--- src/rtl/tso_wb_pkg.sv ---
package tso_wb_pkg;
    typedef enum logic [1:0] {
        LD_IDLE = 2'd0,
        LD_REQ  = 2'd1,
        LD_WAIT = 2'd2
    } ld_state_e;
endpackage

--- src/rtl/tso_wb_queue.sv ---
// Circular store queue: entries are allocated at the tail and retired at the head.
module tso_wb_queue #(
    parameter int AW    = 32,
    parameter int DW    = 32,
    parameter int DEPTH = 8
) (
    input  logic                       clk,
    input  logic                       rst_n,
    input  logic                       push,
    input  logic [AW-1:0]              push_addr,
    input  logic [DW-1:0]              push_data,
    input  logic                       pop,
    output logic                       full,
    output logic                       empty,
    output logic [AW-1:0]              head_addr,
    output logic [DW-1:0]              head_data,
    output logic [AW-1:0]              ent_addr [DEPTH],
    output logic [DW-1:0]              ent_data [DEPTH],
    output logic [DEPTH-1:0]           ent_vld,
    output logic [(DEPTH>1 ? $clog2(DEPTH) : 1)-1:0] head_ptr,
    output logic [$clog2(DEPTH+1)-1:0] count
);
    localparam int PW = (DEPTH > 1) ? $clog2(DEPTH) : 1;
    localparam int CW = $clog2(DEPTH + 1);

    typedef struct {
        logic [AW-1:0]    addr [DEPTH];
        logic [DW-1:0]    data [DEPTH];
        logic [DEPTH-1:0] vld;
        logic [PW-1:0]    head;
        logic [PW-1:0]    tail;
        logic [CW-1:0]    cnt;
    } q_t;

    q_t s_d, s_q;

    function automatic logic [PW-1:0] ptr_inc(input logic [PW-1:0] p);
        return (int'(p) == DEPTH - 1) ? '0 : p + 1'b1;
    endfunction

    always_comb begin
        s_d = s_q;
        if (push) begin
            s_d.addr[s_q.tail] = push_addr;
            s_d.data[s_q.tail] = push_data;
            s_d.vld[s_q.tail]  = 1'b1;
            s_d.tail           = ptr_inc(s_q.tail);
        end
        if (pop) begin
            s_d.vld[s_q.head] = 1'b0;
            s_d.head          = ptr_inc(s_q.head);
        end
        case ({push, pop})
            2'b10:   s_d.cnt = s_q.cnt + 1'b1;
            2'b01:   s_d.cnt = s_q.cnt - 1'b1;
            default: s_d.cnt = s_q.cnt;
        endcase
    end

    always_ff @(posedge clk) begin
        if (!rst_n) begin
            s_q.vld  <= '0;
            s_q.head <= '0;
            s_q.tail <= '0;
            s_q.cnt  <= '0;
        end else begin
            s_q <= s_d;
        end
    end

    assign full      = (int'(s_q.cnt) == DEPTH);
    assign empty     = (s_q.cnt == '0);
    assign head_addr = s_q.addr[s_q.head];
    assign head_data = s_q.data[s_q.head];
    assign ent_addr  = s_q.addr;
    assign ent_data  = s_q.data;
    assign ent_vld   = s_q.vld;
    assign head_ptr  = s_q.head;
    assign count     = s_q.cnt;
endmodule

--- src/rtl/tso_wb_fwd.sv ---
// Youngest-match search: walk entries from oldest to youngest, the last hit wins.
module tso_wb_fwd #(
    parameter int AW    = 32,
    parameter int DW    = 32,
    parameter int DEPTH = 8
) (
    input  logic [AW-1:0]    ent_addr [DEPTH],
    input  logic [DW-1:0]    ent_data [DEPTH],
    input  logic [DEPTH-1:0] ent_vld,
    input  logic [(DEPTH>1 ? $clog2(DEPTH) : 1)-1:0] head_ptr,
    input  logic [AW-1:0]    ld_addr,
    output logic             hit,
    output logic [DW-1:0]    hit_data
);
    localparam int PW = (DEPTH > 1) ? $clog2(DEPTH) : 1;

    always_comb begin
        hit      = 1'b0;
        hit_data = '0;
        for (int k = 0; k < DEPTH; k++) begin
            logic [PW-1:0] idx;
            idx = PW'((int'(head_ptr) + k) % DEPTH);
            if (ent_vld[idx] && (ent_addr[idx] == ld_addr)) begin
                hit      = 1'b1;
                hit_data = ent_data[idx];
            end
        end
    end
endmodule

--- src/rtl/tso_wb_port.sv ---
// Memory port arbiter and load sequencer.
module tso_wb_port #(
    parameter int AW = 32,
    parameter int DW = 32
) (
    input  logic          clk,
    input  logic          rst_n,
    input  logic          wr_pend,
    input  logic [AW-1:0] wr_addr,
    input  logic [DW-1:0] wr_data,
    output logic          wr_done,
    input  logic          ld_valid,
    input  logic [AW-1:0] ld_addr,
    input  logic          ld_hit,
    input  logic [DW-1:0] ld_fwd_data,
    output logic          ld_ready,
    output logic          ld_resp_valid,
    output logic [DW-1:0] ld_resp_data,
    output logic          mem_req,
    output logic          mem_we,
    output logic [AW-1:0] mem_addr,
    output logic [DW-1:0] mem_wdata,
    input  logic          mem_ready,
    input  logic          mem_rvalid,
    input  logic [DW-1:0] mem_rdata
);
    import tso_wb_pkg::*;

    typedef struct packed {
        ld_state_e     st;
        logic [AW-1:0] rd_addr;
        logic          hold;
        logic          rsp_v;
        logic [DW-1:0] rsp_d;
    } p_t;

    p_t   s_d, s_q;
    logic rd_sel;

    always_comb begin
        s_d       = s_q;
        s_d.rsp_v = 1'b0;

        // A read goes out only when no refused write offer is outstanding.
        rd_sel    = (s_q.st == LD_REQ) && !s_q.hold;
        mem_req   = rd_sel || wr_pend;
        mem_we    = !rd_sel;
        mem_addr  = rd_sel ? s_q.rd_addr : wr_addr;
        mem_wdata = wr_data;
        wr_done   = mem_req && mem_we && mem_ready;
        s_d.hold  = mem_req && mem_we && !mem_ready;
        ld_ready  = (s_q.st == LD_IDLE);

        case (s_q.st)
            LD_IDLE: begin
                if (ld_valid) begin
                    if (ld_hit) begin
                        s_d.rsp_v = 1'b1;
                        s_d.rsp_d = ld_fwd_data;
                    end else begin
                        s_d.st      = LD_REQ;
                        s_d.rd_addr = ld_addr;
                    end
                end
            end
            LD_REQ: begin
                if (rd_sel && mem_ready) s_d.st = LD_WAIT;
            end
            LD_WAIT: begin
                if (mem_rvalid) begin
                    s_d.rsp_v = 1'b1;
                    s_d.rsp_d = mem_rdata;
                    s_d.st    = LD_IDLE;
                end
            end
            default: s_d.st = LD_IDLE;
        endcase
    end

    always_ff @(posedge clk) begin
        if (!rst_n) s_q <= '0;
        else        s_q <= s_d;
    end

    assign ld_resp_valid = s_q.rsp_v;
    assign ld_resp_data  = s_q.rsp_d;
endmodule

--- src/rtl/tso_wbuf.sv ---
module tso_wbuf #(
    parameter int AW    = 32,
    parameter int DW    = 32,
    parameter int DEPTH = 8
) (
    input  logic          clk,
    input  logic          rst_n,
    input  logic          st_valid,
    output logic          st_ready,
    input  logic [AW-1:0] st_addr,
    input  logic [DW-1:0] st_data,
    input  logic          ld_valid,
    output logic          ld_ready,
    input  logic [AW-1:0] ld_addr,
    output logic          ld_resp_valid,
    output logic [DW-1:0] ld_resp_data,
    input  logic          sync_req,
    output logic          sync_stall,
    output logic          drained,
    output logic          mem_req,
    output logic          mem_we,
    output logic [AW-1:0] mem_addr,
    output logic [DW-1:0] mem_wdata,
    input  logic          mem_ready,
    input  logic          mem_rvalid,
    input  logic [DW-1:0] mem_rdata
);
    localparam int PW = (DEPTH > 1) ? $clog2(DEPTH) : 1;
    localparam int CW = $clog2(DEPTH + 1);

    logic             q_full, q_empty, wr_done_w, ld_hit_w, ld_acc_w;
    logic [AW-1:0]    head_addr_w;
    logic [DW-1:0]    head_data_w, fwd_data_w;
    logic [AW-1:0]    ent_addr_w [DEPTH];
    logic [DW-1:0]    ent_data_w [DEPTH];
    logic [DEPTH-1:0] ent_vld_w;
    logic [PW-1:0]    head_ptr_w;
    logic [CW-1:0]    count_w;

    assign st_ready   = !q_full;
    assign drained    = q_empty;
    assign sync_stall = sync_req && !q_empty;
    assign ld_acc_w   = ld_valid;

    tso_wb_queue #(.AW(AW), .DW(DW), .DEPTH(DEPTH)) u_queue (
        .clk       (clk),
        .rst_n     (rst_n),
        .push      (st_valid && !q_full),
        .push_addr (st_addr),
        .push_data (st_data),
        .pop       (wr_done_w),
        .full      (q_full),
        .empty     (q_empty),
        .head_addr (head_addr_w),
        .head_data (head_data_w),
        .ent_addr  (ent_addr_w),
        .ent_data  (ent_data_w),
        .ent_vld   (ent_vld_w),
        .head_ptr  (head_ptr_w),
        .count     (count_w)
    );

    tso_wb_fwd #(.AW(AW), .DW(DW), .DEPTH(DEPTH)) u_fwd (
        .ent_addr (ent_addr_w),
        .ent_data (ent_data_w),
        .ent_vld  (ent_vld_w),
        .head_ptr (head_ptr_w),
        .ld_addr  (ld_addr),
        .hit      (ld_hit_w),
        .hit_data (fwd_data_w)
    );

    tso_wb_port #(.AW(AW), .DW(DW)) u_port (
        .clk           (clk),
        .rst_n         (rst_n),
        .wr_pend       (!q_empty),
        .wr_addr       (head_addr_w),
        .wr_data       (head_data_w),
        .wr_done       (wr_done_w),
        .ld_valid      (ld_acc_w),
        .ld_addr       (ld_addr),
        .ld_hit        (ld_hit_w),
        .ld_fwd_data   (fwd_data_w),
        .ld_ready      (ld_ready),
        .ld_resp_valid (ld_resp_valid),
        .ld_resp_data  (ld_resp_data),
        .mem_req       (mem_req),
        .mem_we        (mem_we),
        .mem_addr      (mem_addr),
        .mem_wdata     (mem_wdata),
        .mem_ready     (mem_ready),
        .mem_rvalid    (mem_rvalid),
        .mem_rdata     (mem_rdata)
    );
endmodule

--- config.mk ---
export PLATFORM = sky130hd
export DESIGN_NAME = tso_wbuf
export DESIGN_NICKNAME = d
export VERILOG_FILES = /design/src/rtl/tso_wb_pkg.sv /design/src/rtl/tso_wb_queue.sv /design/src/rtl/tso_wb_fwd.sv /design/src/rtl/tso_wb_port.sv /design/src/rtl/tso_wbuf.sv
export SDC_FILE = /design/constraint.sdc
export NUM_CORES = 2
export LEC_CHECK = 0
export ABC_AREA = 1
export BUFFER_PORTS_ARGS = -buffer_cell sky130_fd_sc_hd__buf_2
export CAP_MARGIN = 5
export CORE_UTILIZATION = 55
export CTS_CLUSTER_SIZE = 24
export DETAILED_ROUTE_END_ITERATION = 10
export PLACE_DENSITY = 0.77
export SLEW_MARGIN = 20
export SYNTH_ARGS = -nofsm -noshare
export SYNTH_HDL_FRONTEND = slang
export SYNTH_SLANG_ARGS = --single-unit
--- constraint.sdc ---
create_clock -name clk -period 9.8 [get_ports clk]
set_input_delay 0.98 -clock clk [delete_from_list [all_inputs] [get_ports clk]]
set_output_delay 0.98 -clock clk [all_outputs]
set_load 0.02 [all_outputs]
# [After elaboration in Yosys (flattened, before gate mapping)]
# Cells that the tools add are included.
[op_classes] n_addsub=11 n_mul=0 div=0 order_cmp=21 n_eq_ne=20 shift=0 n_mux=103 bitwise_logic=13 reduce_logical=32
[ops] cell="$bmux W32 S3" count=16
[ops] cell="$mux W32" count=42
[ops] cell="$bwmux W256" count=2
[ops] cell="$eq A32 B32 Y1" count=8
[ops] cell="$mux W33" count=3
[ops] cell="$demux W32 S3" count=1
[ops] cell="$mux W34" count=2
[ops] cell="$pmux W33 S2" count=1
[ops] cell="$ge A4 B4 Y1 const B" count=9
[ops] cell="$lt A3 B4 Y1 const B" count=9
[ops] cell="$not A3 Y4" count=9
[ops] cell="$bmux W1 S3" count=8
[ops] cell="$logic_and A1 B1 Y1" count=18
[ops] cell="$mux W1" count=18
[ops] cell="$add A3 B3 Y3 const B" count=4
[ops] cell="$mux W11" count=1
[ops] cell="$add A3 B1 Y3 const B" count=3
[ops] cell="$and A8 B8 Y8" count=1
[ops] cell="$mux W8" count=1
[ops] cell="$ne A2 B2 Y1 const B" count=4
[ops] cell="$not A8 Y8" count=1
[ops] cell="$or A8 B8 Y8" count=1
[ops] cell="$pmux W4 S2" count=1
[ops] cell="$reduce_and A4 Y1" count=2
[ops] cell="22 further kinds" count=35
[totals] ff_bits=598 latch_bits=0 ramBits=0 rom_bits=0 input_bits=135 output_inout_bits=103 wordCells=225 memories=0

# [Logic depth before layout (Yosys ltp)]
[logic_depth] depth_word=17 ltp_mapped=32 mapped_depth_nobuf=24

# [Hierarchy]
# From an unflattened synthesis, not the netlist that was laid out.
[hier_totals] hier_cells=8019 area_unflattened_um2=52087.5
[modules_own_cells] mod="tso_wb_queue" n_inst=1 cells_per_inst=2023 area_each_um2=24217.0 seq_area_each_um2=15735.1
[modules_own_cells] mod="tso_wb_fwd" n_inst=1 cells_per_inst=5371 area_each_um2=23910.4 seq_area_each_um2=0.0
[modules_own_cells] mod="tso_wb_port" n_inst=1 cells_per_inst=619 area_each_um2=3932.5 seq_area_each_um2=1361.3
[modules_own_cells] mod="tso_wbuf" n_inst=1 cells_per_inst=6 area_each_um2=27.5 seq_area_each_um2=0.0

# [Least setup slack after synthesis]
# Ideal clock, no wire load.
[synth_timing] kind="input-to-reg" startpoint="in rst_n" endpoint="reg u_queue.s_q (netlist bit u_queue.ent_addr[192]) (enable)" setup_time_ns=0.649 arrival_ns=7.641 t_required_ns=9.151 slack_ns=1.509 path_stages=3 path_buffers=1 cell_sequence="clkbuf_1 > nand3_1 > nor4_1"
[synth_between] elab_chain_len=1
[synth_lines] element="from (decl)" line_no="tso_wbuf.sv:7" rtl="input logic rst_n,"
[synth_lines] element="$reduce_and A2 Y1 (no source line)"
[synth_lines] element="to (decl)" line_no="tso_wb_queue.sv:35" rtl="q_t s_d, s_q;"
# Every way passes these cells.
# A chain may end at the register's enable or synchronous reset.

# [Final worst setup path]
[layout_timing] startpoint="reg u_queue.s_q (netlist bit u_queue.head_ptr[0])" endpoint="reg u_port.s_q[41] (netlist bit)"
[layout_between] elab_chain_len=16 elab_cells_between_ends=81 classes_between="add/sub: 7; eq/ne: 8; mux: 48; bitwise: 9; reduce/logical: 9"
[layout_lines] element="$add A3 B1 Y3 or $not A3 Y4 (tied branches)" line_no="tso_wb_fwd.sv:22, tso_wb_fwd.sv:23"
[layout_lines] element="$not A3 Y4 (implied by the code) or $bmux W32 S3 (tied branches)" line_no="tso_wb_fwd.sv:23" rtl="if (ent_vld[idx] && (ent_addr[idx] == ld_addr)) begin"
[layout_lines] element="$bmux W32 S3 or $mux W32 (tied branches)" line_no="tso_wb_fwd.sv:23"
[layout_lines] element="$mux W32 (implied by the code)" line_no="tso_wb_fwd.sv:23"
[layout_lines] element="$mux W32 (implied by the code) or $eq A32 B32 Y1 (tied branches)" line_no="tso_wb_fwd.sv:23"
[layout_lines] element="$eq A32 B32 Y1 or $logic_and A1 B1 Y1 (tied branches)" line_no="tso_wb_fwd.sv:23"
[layout_lines] element="$logic_and A1 B1 Y1 or $mux W1 (tied branches)" line_no="tso_wb_fwd.sv:23"
[layout_lines] element="$mux W1 (6 in a row)" line_no="tso_wb_fwd.sv:23"
[layout_lines] element="$mux W1 (*)" line_no="tso_wb_fwd.sv:23"
[layout_lines] element="$not A1 Y1 (no source line) (*)"
[layout_lines] element="$reduce_and A3 Y1 (no source line) (*)"
[layout_lines] element="to (signal assigned)" line_no="tso_wb_port.sv:81" rtl="if (!rst_n) s_q <= '0;"
[layout_lines] element="to (signal assigned)" line_no="tso_wb_port.sv:82" rtl="else s_q <= s_d;"
[layout_lines] element="to (decl)" line_no="tso_wb_port.sv:37" rtl="p_t s_d, s_q;"
# Every way passes the cells marked *; elsewhere a longest branch is shown, timed or not. The select of a mux whose other input is x is not followed.

==> impl_metrics.py <==
metrics = {
    "outcome": {
        "outcome": "complete, no violations",
    },
    "timing": {
        "fin_ws_ps": 2510,
        "relSlewSlack": 0.220,
        "worst_pin_slew_ps": 1170,
        "timing.final.max_slew_violations": 0,
        "skew_ps": 26.0,
        "fmax_mhz": 137,
        "hold_slack_ps": 494,
        "hold_viol": 0,
        "rsz0062_at_grt": "no",
        "final.setup.tns_ps": 0,
        "fin_crit_sh": 0.744,
        "finalCriticalPeriod_ps": 7290,
        "setup_viol": 0,
    },
    "cells_and_area": {
        "multiInputGateArea_um2": 23100,
        "regArea_um2": 17100,
        "drive_gt1_frac": 0.0717,
        "final_cell_area_um2": 47100,
        "instances_no_fill": 7402,
        "final_net_count": 6440,
        "fillCellCount": 7214,
        "area_growth_pct": 7.88,
    },
    "synth": {
        "synth_fa_ha_area_frac": 0.00389,
        "synth-compound-area-share": 0.132,
        "yosysMostFrequentCell": "nand2_1",
        "synth.avg_cell_area_um2": 6.83,
        "synth_edf_count": 512,
        "synth_area_leaders": "edfxtp_1, nand2_1, nand3_1",
        "synth_seq_cells": 598,
        "ys_warn_count": 0,
        "synth_top_area_frac": 0.352,
        "synth_mux_area_frac": 0.0302,
        "synth_cells": 6396,
        "syn_nets": 6544,
        "ys_types": 46,
        "synth_top_family_by_area": "simple AND/OR/NAND/NOR gates",
        "synth_xor_area_frac": 0.0124,
        "synthTopCellsByCount": "nand2_1, nand3_1, o21ai_0",
        "yosysSeqAreaShare": 0.391,
        "syn-cell-area_um2": 43700,
        "synth_top_area_cell": "edfxtp_1",
        "ys_async_sr_fraction": 0,
        "ys.flop_type": "edfxtp_1",
        "synth_simple_gate_area_share": 0.347,
    },
    "setup_path": {
        "worst_ep_required_time_ps": 10290,
        "crit_path_max_fanout": 182,
        "crit_type": "reg -> reg",
        "worstPathArrival_ps": 7780,
        "end_kind": "flop",
        "r2r_start": "u_queue.head_ptr[0]$_SDFFE_PN0P_",
        "startpoint": "u_queue.head_ptr[0]$_SDFFE_PN0P_",
        "crit_path_start_kind": "flop",
    },
    "clock_tree": {
        "cts.htree.levels": 3,
        "cts-root-buf": "clkbuf_16",
        "cts_setup_buffers": 0,
        "cts_resized": 0,
        "cts_max_path_buffers": 3,
        "clk_pin_slew_ps": 70,
        "numCtsBuffers": 70,
        "cts_hold_buf": 0,
        "cts_num_sinks": 598,
        "cts_tree": "built",
        "clk_latency_ps": 640,
    },
    "flow_run": {
        "drv_cap": 0,
    },
    "floorplanning": {
        "chipWidth_um": 284,
        "core.rowCount": 102,
        "core_um2": 78000,
        "dieArea_um2": 80600,
        "die_h_um": 284,
        "start_util": 0.560,
        "pin_count": 238,
    },
    "global_routing": {
        "grt_pass1_vias": 39700,
        "antenna_found_initial": 27,
        "gr-total-overflow": 0,
        "grt_pass1_wl_mm": 247,
        "grt_start_max_net_pins": 211,
        "grt_usage": 0.401,
    },
    "placed_design": {
        "post-place-ws_ps": 3250,
        "dpl-instance-area_um2": 44700,
        "finalWeightedCongestion": 1.11,
        "dp.cells": 7260,
        "hpwl_mm": 113,
        "portBuffers": 237,
    },
    "detailed_routing": {
        "routedWlPerCell_um": 22.6,
        "ant_nets": 0,
        "drc": 0,
        "vias": 46200,
        "via_per_inst": 6.24,
        "drt-total-wl_mm": 167,
        "drtIter0Drc": 7629,
        "drt_first_pass_iters": 7,
    },
    "min_path": {
        "min_path_type": "reg -> reg",
        "hp-start": "u_port.s_q[67]$_SDFFE_PN0P_",
    },
    "power": {
        "power.density_nw_per_um2": 338,
        "vdd_drop_max_mv": 0.536,
        "leakage_nw": 21.1,
    },
}
## final timing paths
kind              cells after the start  slack (ps)                          end
setup / recovery                     20        2510  u_port.s_q[41]$_SDFFE_PN0P_
hold / removal                        2         490  u_port.s_q[67]$_SDFFE_PN0P_
setup reg to reg                     20        2510  u_port.s_q[41]$_SDFFE_PN0P_
hold reg to reg                       2         490  u_port.s_q[67]$_SDFFE_PN0P_
## where the power goes
group | switching (mW) | total [mW] | internal (mW)
logic | 7.43 | 10.2 | 2.74
clock network | 1.16 | 2.75 | 1.59
registers | 0.126 | 3.00 | 2.88
## registers in the layout, summed over array words and instances, names as in the netlist
signal,cells
u_port.s_q,35
u_port.ld_resp_valid,1
u_queue.s_q,3
u_queue.ent_vld,8
u_queue.head_ptr,3
u_port.ld_resp_data,32
u_queue.ent_addr,256
u_queue.ent_data,256
u_queue.count,4
## per-layer routing
layer | vias to the layer above | global-route usage | share of wire
met2 | 3402 | 0.560 | 0.40
met5 | - | 0.00238 | 0.0014
li1 | 21400 | - | -
met3 | 485 | 0.110 | 0.16
met4 | 24 | 0.161 | 0.041
met1 | 20900 | 0.581 | 0.40
## stage by stage
step                total power [mW]   util
floorplan                       9.92      -
global placement                12.7  0.573
detailed placement              12.8  0.573
CTS                             15.5  0.604
global route                    16.8  0.604
finish                          15.9  0.605
## final cells by class
class / count / share of cell area
Antenna cell: 14 / 0.000743
Clock buffer: 89 / 0.0406
Clock inverter: 39 / 0.0100
Inverter: 384 / 0.0313
Multi-Input combinational cell: 4946 / 0.491
Sequential cell: 598 / 0.363
Tap cell: 1040 / 0.0276
Timing Repair Buffer: 292 / 0.0358
## layout by cell type (no fill, tap or decap), drive strengths merged, types with 2 or more instances in the layout
cell,n
a211oi,36
a21oi,268
a31oi,40
and2,16
and3,2
buf,292
bufinv,7
clkbuf,89
clkinv,36
clkinvlp,3
dfxtp,86
diode,14
edfxtp,512
ha,12
inv,377
mux2i,132
nand2,2165
nand3,1085
nand4,22
nor2,304
nor3,18
nor4,3
o2111ai,2
o211ai,18
o21a,8
o21ai,723
o22ai,10
or2,12
xor2,61
## logic make-up after synthesis
family | after synthesis
XOR/XNOR | 62
flip-flops | 598
AND/OR/NAND/NOR | 3630
AO/OA/AOI/OAI | 1109
buffers and inverters | 852
multiplexers | 132
adder cells (fa/ha/maj) | 13
## critical path, stage by stage, from the launching register on
cell	delay [ps]
dfxtp_4	750
inv_8	340
ha_4	880
inv_8	430
nand3_1	340
nand3_1	120
nand3_1	150
nand2_1	60
nor2_1	180
nand2_1	100
nor2_1	160
nand3_1	150
nor2_4	100
buf_4	510
inv_2	70
nand2_1	680
nor3_2	110
nand4_1	180
clkinv_2	760
o21ai_0	520
a21oi_1	80
No activity file was read; power rests on OpenSTA's default activity.
